**src/rtl/pcl_pkg.sv**
```systemverilog
package pcl_pkg;

  // Width mode of a host access, derived from the two card enables and A0.
  typedef enum logic [2:0] {
    ACC_NONE     = 3'd0,
    ACC_EVEN     = 3'd1,
    ACC_ODD_SWAP = 3'd2,
    ACC_ODD_HIGH = 3'd3,
    ACC_WORD     = 3'd4
  } acc_mode_e;

  typedef struct packed {
    acc_mode_e mode;
    logic      valid;
    logic      attr;
    logic      rd;
    logic      wr;
  } acc_ctl_t;

  function automatic acc_mode_e width_mode(input logic ce1_n, input logic ce2_n,
                                           input logic a0);
    acc_mode_e m;
    unique case ({ce1_n, ce2_n})
      2'b00:   m = ACC_WORD;
      2'b01:   m = a0 ? ACC_ODD_SWAP : ACC_EVEN;
      2'b10:   m = ACC_ODD_HIGH;
      default: m = ACC_NONE;
    endcase
    return m;
  endfunction

  function automatic logic is_odd_byte(input acc_mode_e m);
    return (m == ACC_ODD_SWAP) || (m == ACC_ODD_HIGH);
  endfunction

  function automatic logic uses_even_seg(input acc_mode_e m);
    return (m == ACC_EVEN) || (m == ACC_WORD);
  endfunction

  function automatic logic uses_odd_seg(input acc_mode_e m);
    return is_odd_byte(m) || (m == ACC_WORD);
  endfunction

endpackage

```
**src/rtl/pcl_mode_dec.sv**
```systemverilog
module pcl_mode_dec
  import pcl_pkg::*;
(
  input  logic     ce1_n,
  input  logic     ce2_n,
  input  logic     oe_n,
  input  logic     we_n,
  input  logic     reg_n,
  input  logic     a0,
  input  logic     wp_sw,
  output acc_ctl_t ctl
);

  acc_mode_e mode;
  logic      strobe_clash;
  logic      attr_odd;
  logic      valid;

  always_comb begin
    mode         = width_mode(ce1_n, ce2_n, a0);
    strobe_clash = !oe_n && !we_n;
    attr_odd     = !reg_n && is_odd_byte(mode);
    valid        = (mode != ACC_NONE) && !strobe_clash && !attr_odd;
  end

  always_comb begin
    ctl.mode  = mode;
    ctl.valid = valid;
    ctl.attr  = valid && !reg_n;
    ctl.rd    = valid && !oe_n && we_n;
    ctl.wr    = valid && oe_n && !we_n && !wp_sw;
  end

endmodule

```
**src/rtl/pcl_seg_dec.sv**
```systemverilog
module pcl_seg_dec
  import pcl_pkg::*;
#(
  parameter  int NPAIR  = 4,
  localparam int PAIR_W = $clog2(NPAIR),
  localparam int NSEG   = 2 * NPAIR
) (
  input  acc_ctl_t          ctl,
  input  logic [PAIR_W-1:0] pair_idx,
  output logic [NSEG-1:0]   seg_sel
);

  logic mem_acc;
  logic want_even;
  logic want_odd;

  always_comb begin
    mem_acc   = ctl.valid && !ctl.attr;
    want_even = uses_even_seg(ctl.mode);
    want_odd  = uses_odd_seg(ctl.mode);
  end

  for (genvar p = 0; p < NPAIR; p++) begin : g_pair
    logic hit;
    assign hit             = mem_acc && (pair_idx == PAIR_W'(p));
    assign seg_sel[2*p]    = hit && want_even;
    assign seg_sel[2*p+1]  = hit && want_odd;
  end

endmodule

```
**src/rtl/pcl_lane_mux.sv**
```systemverilog
module pcl_lane_mux
  import pcl_pkg::*;
#(
  parameter  int LANE_W = 8,
  localparam int BUS_W  = 2 * LANE_W
) (
  input  acc_ctl_t           ctl,
  input  logic [BUS_W-1:0]   host_din,
  input  logic [LANE_W-1:0]  even_rdata,
  input  logic [LANE_W-1:0]  odd_rdata,
  input  logic [LANE_W-1:0]  attr_rdata,
  output logic               oe_lo,
  output logic               oe_hi,
  output logic               swap,
  output logic [BUS_W-1:0]   dout,
  output logic [LANE_W-1:0]  even_wdata,
  output logic [LANE_W-1:0]  odd_wdata
);

  logic [LANE_W-1:0] lo_src;
  logic [LANE_W-1:0] din_lo;
  logic [LANE_W-1:0] din_hi;

  always_comb begin
    din_lo = host_din[LANE_W-1:0];
    din_hi = host_din[BUS_W-1:LANE_W];
    swap   = ctl.valid && !ctl.attr && (ctl.mode == ACC_ODD_SWAP);
    oe_lo  = ctl.rd && (ctl.mode != ACC_ODD_HIGH);
    oe_hi  = ctl.rd && !ctl.attr &&
             ((ctl.mode == ACC_ODD_HIGH) || (ctl.mode == ACC_WORD));
  end

  always_comb begin
    if (swap)          lo_src = odd_rdata;
    else if (ctl.attr) lo_src = attr_rdata;
    else               lo_src = even_rdata;
    dout[LANE_W-1:0]     = oe_lo ? lo_src : '0;
    dout[BUS_W-1:LANE_W] = oe_hi ? odd_rdata : '0;
  end

  always_comb begin
    even_wdata = ctl.wr ? din_lo : '0;
    if (!ctl.wr)   odd_wdata = '0;
    else if (swap) odd_wdata = din_lo;
    else           odd_wdata = din_hi;
  end

endmodule

```
**src/rtl/pcl_lane_steer.sv**
```systemverilog
module pcl_lane_steer
  import pcl_pkg::*;
#(
  parameter  int NPAIR  = 4,
  parameter  int LANE_W = 8,
  localparam int PAIR_W = $clog2(NPAIR),
  localparam int NSEG   = 2 * NPAIR,
  localparam int BUS_W  = 2 * LANE_W
) (
  input  logic              clk,
  input  logic              rst_n,
  input  logic              ce1_n,
  input  logic              ce2_n,
  input  logic              oe_n,
  input  logic              we_n,
  input  logic              reg_n,
  input  logic              a0,
  input  logic [PAIR_W-1:0] pair_idx,
  input  logic              wp_sw,
  input  logic [BUS_W-1:0]  host_din,
  input  logic [LANE_W-1:0] even_rdata,
  input  logic [LANE_W-1:0] odd_rdata,
  input  logic [LANE_W-1:0] attr_rdata,
  output logic [NSEG-1:0]   seg_sel,
  output logic              attr_sel,
  output logic              wr_en,
  output logic              bus_dir,
  output logic              lane_oe_lo,
  output logic              lane_oe_hi,
  output logic              lane_swap,
  output logic [BUS_W-1:0]  host_dout,
  output logic [LANE_W-1:0] even_wdata,
  output logic [LANE_W-1:0] odd_wdata
);

  acc_ctl_t          acc_ctl;
  logic [NSEG-1:0]   nx_seg_sel;
  logic              nx_oe_lo;
  logic              nx_oe_hi;
  logic              nx_swap;
  logic [BUS_W-1:0]  nx_dout;
  logic [LANE_W-1:0] nx_even_wdata;
  logic [LANE_W-1:0] nx_odd_wdata;

  pcl_mode_dec i_mode_dec (
    .ce1_n (ce1_n),
    .ce2_n (ce2_n),
    .oe_n  (oe_n),
    .we_n  (we_n),
    .reg_n (reg_n),
    .a0    (a0),
    .wp_sw (wp_sw),
    .ctl   (acc_ctl)
  );

  pcl_seg_dec #(.NPAIR(NPAIR)) i_seg_dec (
    .ctl      (acc_ctl),
    .pair_idx (pair_idx),
    .seg_sel  (nx_seg_sel)
  );

  pcl_lane_mux #(.LANE_W(LANE_W)) i_lane_mux (
    .ctl        (acc_ctl),
    .host_din   (host_din),
    .even_rdata (even_rdata),
    .odd_rdata  (odd_rdata),
    .attr_rdata (attr_rdata),
    .oe_lo      (nx_oe_lo),
    .oe_hi      (nx_oe_hi),
    .swap       (nx_swap),
    .dout       (nx_dout),
    .even_wdata (nx_even_wdata),
    .odd_wdata  (nx_odd_wdata)
  );

  always_ff @(posedge clk or negedge rst_n) begin
    if (!rst_n) begin
      seg_sel    <= '0;
      attr_sel   <= 1'b0;
      wr_en      <= 1'b0;
      bus_dir    <= 1'b0;
      lane_oe_lo <= 1'b0;
      lane_oe_hi <= 1'b0;
      lane_swap  <= 1'b0;
      host_dout  <= '0;
      even_wdata <= '0;
      odd_wdata  <= '0;
    end else begin
      seg_sel    <= nx_seg_sel;
      attr_sel   <= acc_ctl.attr;
      wr_en      <= acc_ctl.wr;
      bus_dir    <= acc_ctl.rd;
      lane_oe_lo <= nx_oe_lo;
      lane_oe_hi <= nx_oe_hi;
      lane_swap  <= nx_swap;
      host_dout  <= nx_dout;
      even_wdata <= nx_even_wdata;
      odd_wdata  <= nx_odd_wdata;
    end
  end

endmodule

```
**config.mk**
```make
export PLATFORM = sky130hd
export DESIGN_NAME = pcl_lane_steer
export DESIGN_NICKNAME = d
export VERILOG_FILES = /design/src/rtl/pcl_pkg.sv /design/src/rtl/pcl_mode_dec.sv /design/src/rtl/pcl_seg_dec.sv /design/src/rtl/pcl_lane_mux.sv /design/src/rtl/pcl_lane_steer.sv
export SDC_FILE = /design/constraint.sdc
export NUM_CORES = 1
export LEC_CHECK = 0
export BUFFER_PORTS_ARGS = -buffer_cell sky130_fd_sc_hd__buf_2
export CAP_MARGIN = 20
export CORE_MARGIN = 3
export CORE_UTILIZATION = 40
export CTS_CLUSTER_DIAMETER = 30
export CTS_CLUSTER_SIZE = 16
export DETAILED_ROUTE_END_ITERATION = 10
export PLACE_DENSITY = 0.72
export SLEW_MARGIN = 20
export SYNTH_ARGS = -nofsm -noshare
export SYNTH_HDL_FRONTEND = slang
export SYNTH_HIERARCHICAL = 1
export SYNTH_SLANG_ARGS = --single-unit
```
**constraint.sdc**
```tcl
create_clock -name clk -period 0.8 [get_ports clk]
set_clock_uncertainty 0.15 [all_clocks]
set_input_delay 0 -clock clk [delete_from_list [all_inputs] [get_ports clk]]
set_output_delay 0 -clock clk [all_outputs]
set_load 0.02 [all_outputs]
```
==> impl_metrics.tcl <==
set metrics [dict create \
    wl_mm 6.872 \
    yosysTopAreaCell "dfrtp_1" \
    p_total_w 0.004984 \
    ys_async_sr_fraction_pct 100.0 \
    cp_max_fo 9 \
    arrival_ps 1520 \
    yosysMostFrequentCell "dfrtp_1" \
    cts.clk_slew.worst_paths_ps 80 \
    start_util_pct 42.45 \
    antenna_found_initial 0 \
    fp.dieArea_um2 5611 \
    drtAntennaViolNets 0 \
    drt_iter0_drc 61 \
    nFillCells 227 \
    worstHoldPathType "in2reg" \
    setup_slack_ps -688.6 \
    violations "hold timing, setup timing" \
    wl_met2_mm 3.891 \
    gr-total-overflow 0 \
    period_needed_ps 1489 \
    m1WireLength_mm 2.512 \
    hold_violations 17 \
    drcViolationCount 0 \
    rows 24 \
    finalHoldWorstSlack_ps -166.3 \
    wl_met3_um 313 \
    syn_to_final_growth_pct 95.85 \
    synth.avg_cell_area_um2 12.10 \
    end_kind "flop" \
    synth_xor_area_share_pct 0.4611 \
    fin_nets 364 \
    cellPowerDensity_nw_per_um2 1340 \
    synth_warnings 6 \
    timing.fmax_ghz 0.6718 \
    setup_viol 92 \
    fin_crit_sh_pct 186.1 \
    cp_data_required_time_ps 830 \
    grt_usage_pct 23.11 \
    drt_first_pass_iters 4 \
    yosys-top-cells-count "dfrtp_1, mux2i_1, nand2_1, a21oi_1" \
    yosys.area_share.adder_pct 0 \
    wl_per_cell_um 18.78 \
    maxSlewHeadroom_pct 77.00 \
    rsz0062_at_grt "true" \
    min_from "odd_rdata[5]" \
    drive_gt1_share_pct 60.19 \
    synth_area_leaders "dfrtp_1, mux2i_1, o311ai_0" \
    ys_types 32 \
    synth_compound_area_share_pct 8.893 \
    num_antenna_cells 0 \
    h-tree-depth 2 \
    utilization_pct 83.14 \
    postSynthCellCount 157 \
    io_pins 97 \
    dp_hpwl_mm 3.573 \
    synth_top_area_share_pct 60.61 \
    yosys.area_share.simple_pct 16.80 \
    synth_top_family_by_area "simple AND/OR/NAND/NOR gates" \
    clk_path_buf_depth 2 \
    min_path_cells 2 \
    maxCapViolations 0 \
    peakVddDrop_mv 0.7285 \
    numCtsBuffers 5 \
    leakage_nw 1.892 \
    drv_slew 0 \
    synth.mux.area_fraction_pct 8.432 \
    die_y_um 74.91 \
    path_class "in2reg" \
    synth-edff-count 0 \
    cts_sinks 46 \
    syn_nets 208 \
    portBuffers 96 \
    status "finished, violations left" \
    place_congestion 0.8254 \
    maxUsedRoutingLayer "met4" \
    synth_area_um2 1899 \
    vias 1836 \
    grt_first_pass_wirelength_mm 9.577 \
    hold_end "host_dout[13]" \
    cts_tree "done" \
    cts-root-buf "clkbuf_8" \
    ys_seq_area_share_pct 60.61 \
    die_x_um 74.91 \
    grt_pass1_vias 1972 \
    dp_slack_ps -1013 \
    core_area_um2 4474 \
    synth_seq_cells 46 \
    grt_max_degree 47 \
    placed_area_um2 2640 \
    via_per_inst 5.016 \
    final_area_um2 3720 \
    crit_path_start_kind "input port" \
    synth-main-ff-cell "dfrtp_1" \
    hold_buffers 22 \
    worst_pin_slew_ps 335.4 \
    fin_tns_setup_ps -29450 \
]
[worst max-delay path: stages]
cell and delay (ps):
buf_6 90, nor2b_4 110, o21a_4 210, nor2_4 100, or3b_4 380, or2_4 280, buf_12 160, mux2i_4 180
[metrics by stage]
stage | hold slack, ps | cells
after floorplan | -445.6 | 157
after global placement | -157.1 | 319
after detailed placement | -153.5 | 319
after CTS | -196.7 | 365
after global routing | -162.3 | 366
final | -166.3 | 366
[worst max path at each step]
stage	start	endpoint	slack, ps	cells after the start
after floorplan	reg_n	odd_wdata[6]	-1070	10
after global placement	a0	host_dout[2]	-990	8
after detailed placement	a0	host_dout[2]	-1010	8
after CTS	a0	odd_wdata[4]	-640	8
after global routing	a0	host_dout[6]	-720	8
final	a0	odd_wdata[6]	-690	8
[flip-flops by register name (all words and copies together), names as in the netlist]
register    flops
host_dout      16
even_wdata      8
odd_wdata       8
seg_sel         8
attr_sel        1
bus_dir         1
lane_oe_hi      1
lane_oe_lo      1
lane_swap       1
wr_en           1
[layout make-up]
| type | instances | area [µm²] | area share (%) |
|---|---|---|---|
| Multi-Input combinational cell | 95 | 978.4 | 26.30 |
| Inverter | 10 | 37.54 | 1.009 |
| Sequential cell | 46 | 1151 | 30.95 |
| Timing Repair Buffer | 155 | 1396 | 37.54 |
| Clock inverter | 1 | 5.005 | 0.1345 |
| Tap cell | 52 | 65.06 | 1.749 |
| Clock buffer | 7 | 86.33 | 2.321 |
[logic make-up after synthesis]
family	Yosys count
flops	46
simple gates	52
compound gates	25
buf+inv	17
xor+xnor	1
mux	16
[cell usage in the layout (no fill, tap or decap), drive strengths merged, types with 6 or more instances in the layout]
cell type,instances
mux2i,16
buf,133
and2,9
o311ai,8
nand2,16
inv,10
clkbuf,7
nand2b,6
dlygate4sd3,22
dfrtp,46
a21oi,14
[repair_timing]
item,in CTS,in global routing
buffers inserted,13,5
pin swaps,11,8
gates cloned,4,0
setup endpoints to repair,91,92
gates resized for setup,138,28
hold endpoints to repair,86,14
[where the power goes]
part           leakage [nW]  switching [W]  internal (W)
Clock                0.0482       0.000744      0.000698
Sequential            0.636      0.0000260       0.00237
Combinational          1.21       0.000566      0.000576
Total                  1.89        0.00134       0.00365
[routing by layer]
layer  vias up  GRT usage (%)
li1        851              -
met3        15          3.872
met4         0          7.905
met5         -              0
met2        66          44.10
met1       904          25.60
(Power assumes the default switching activity.)
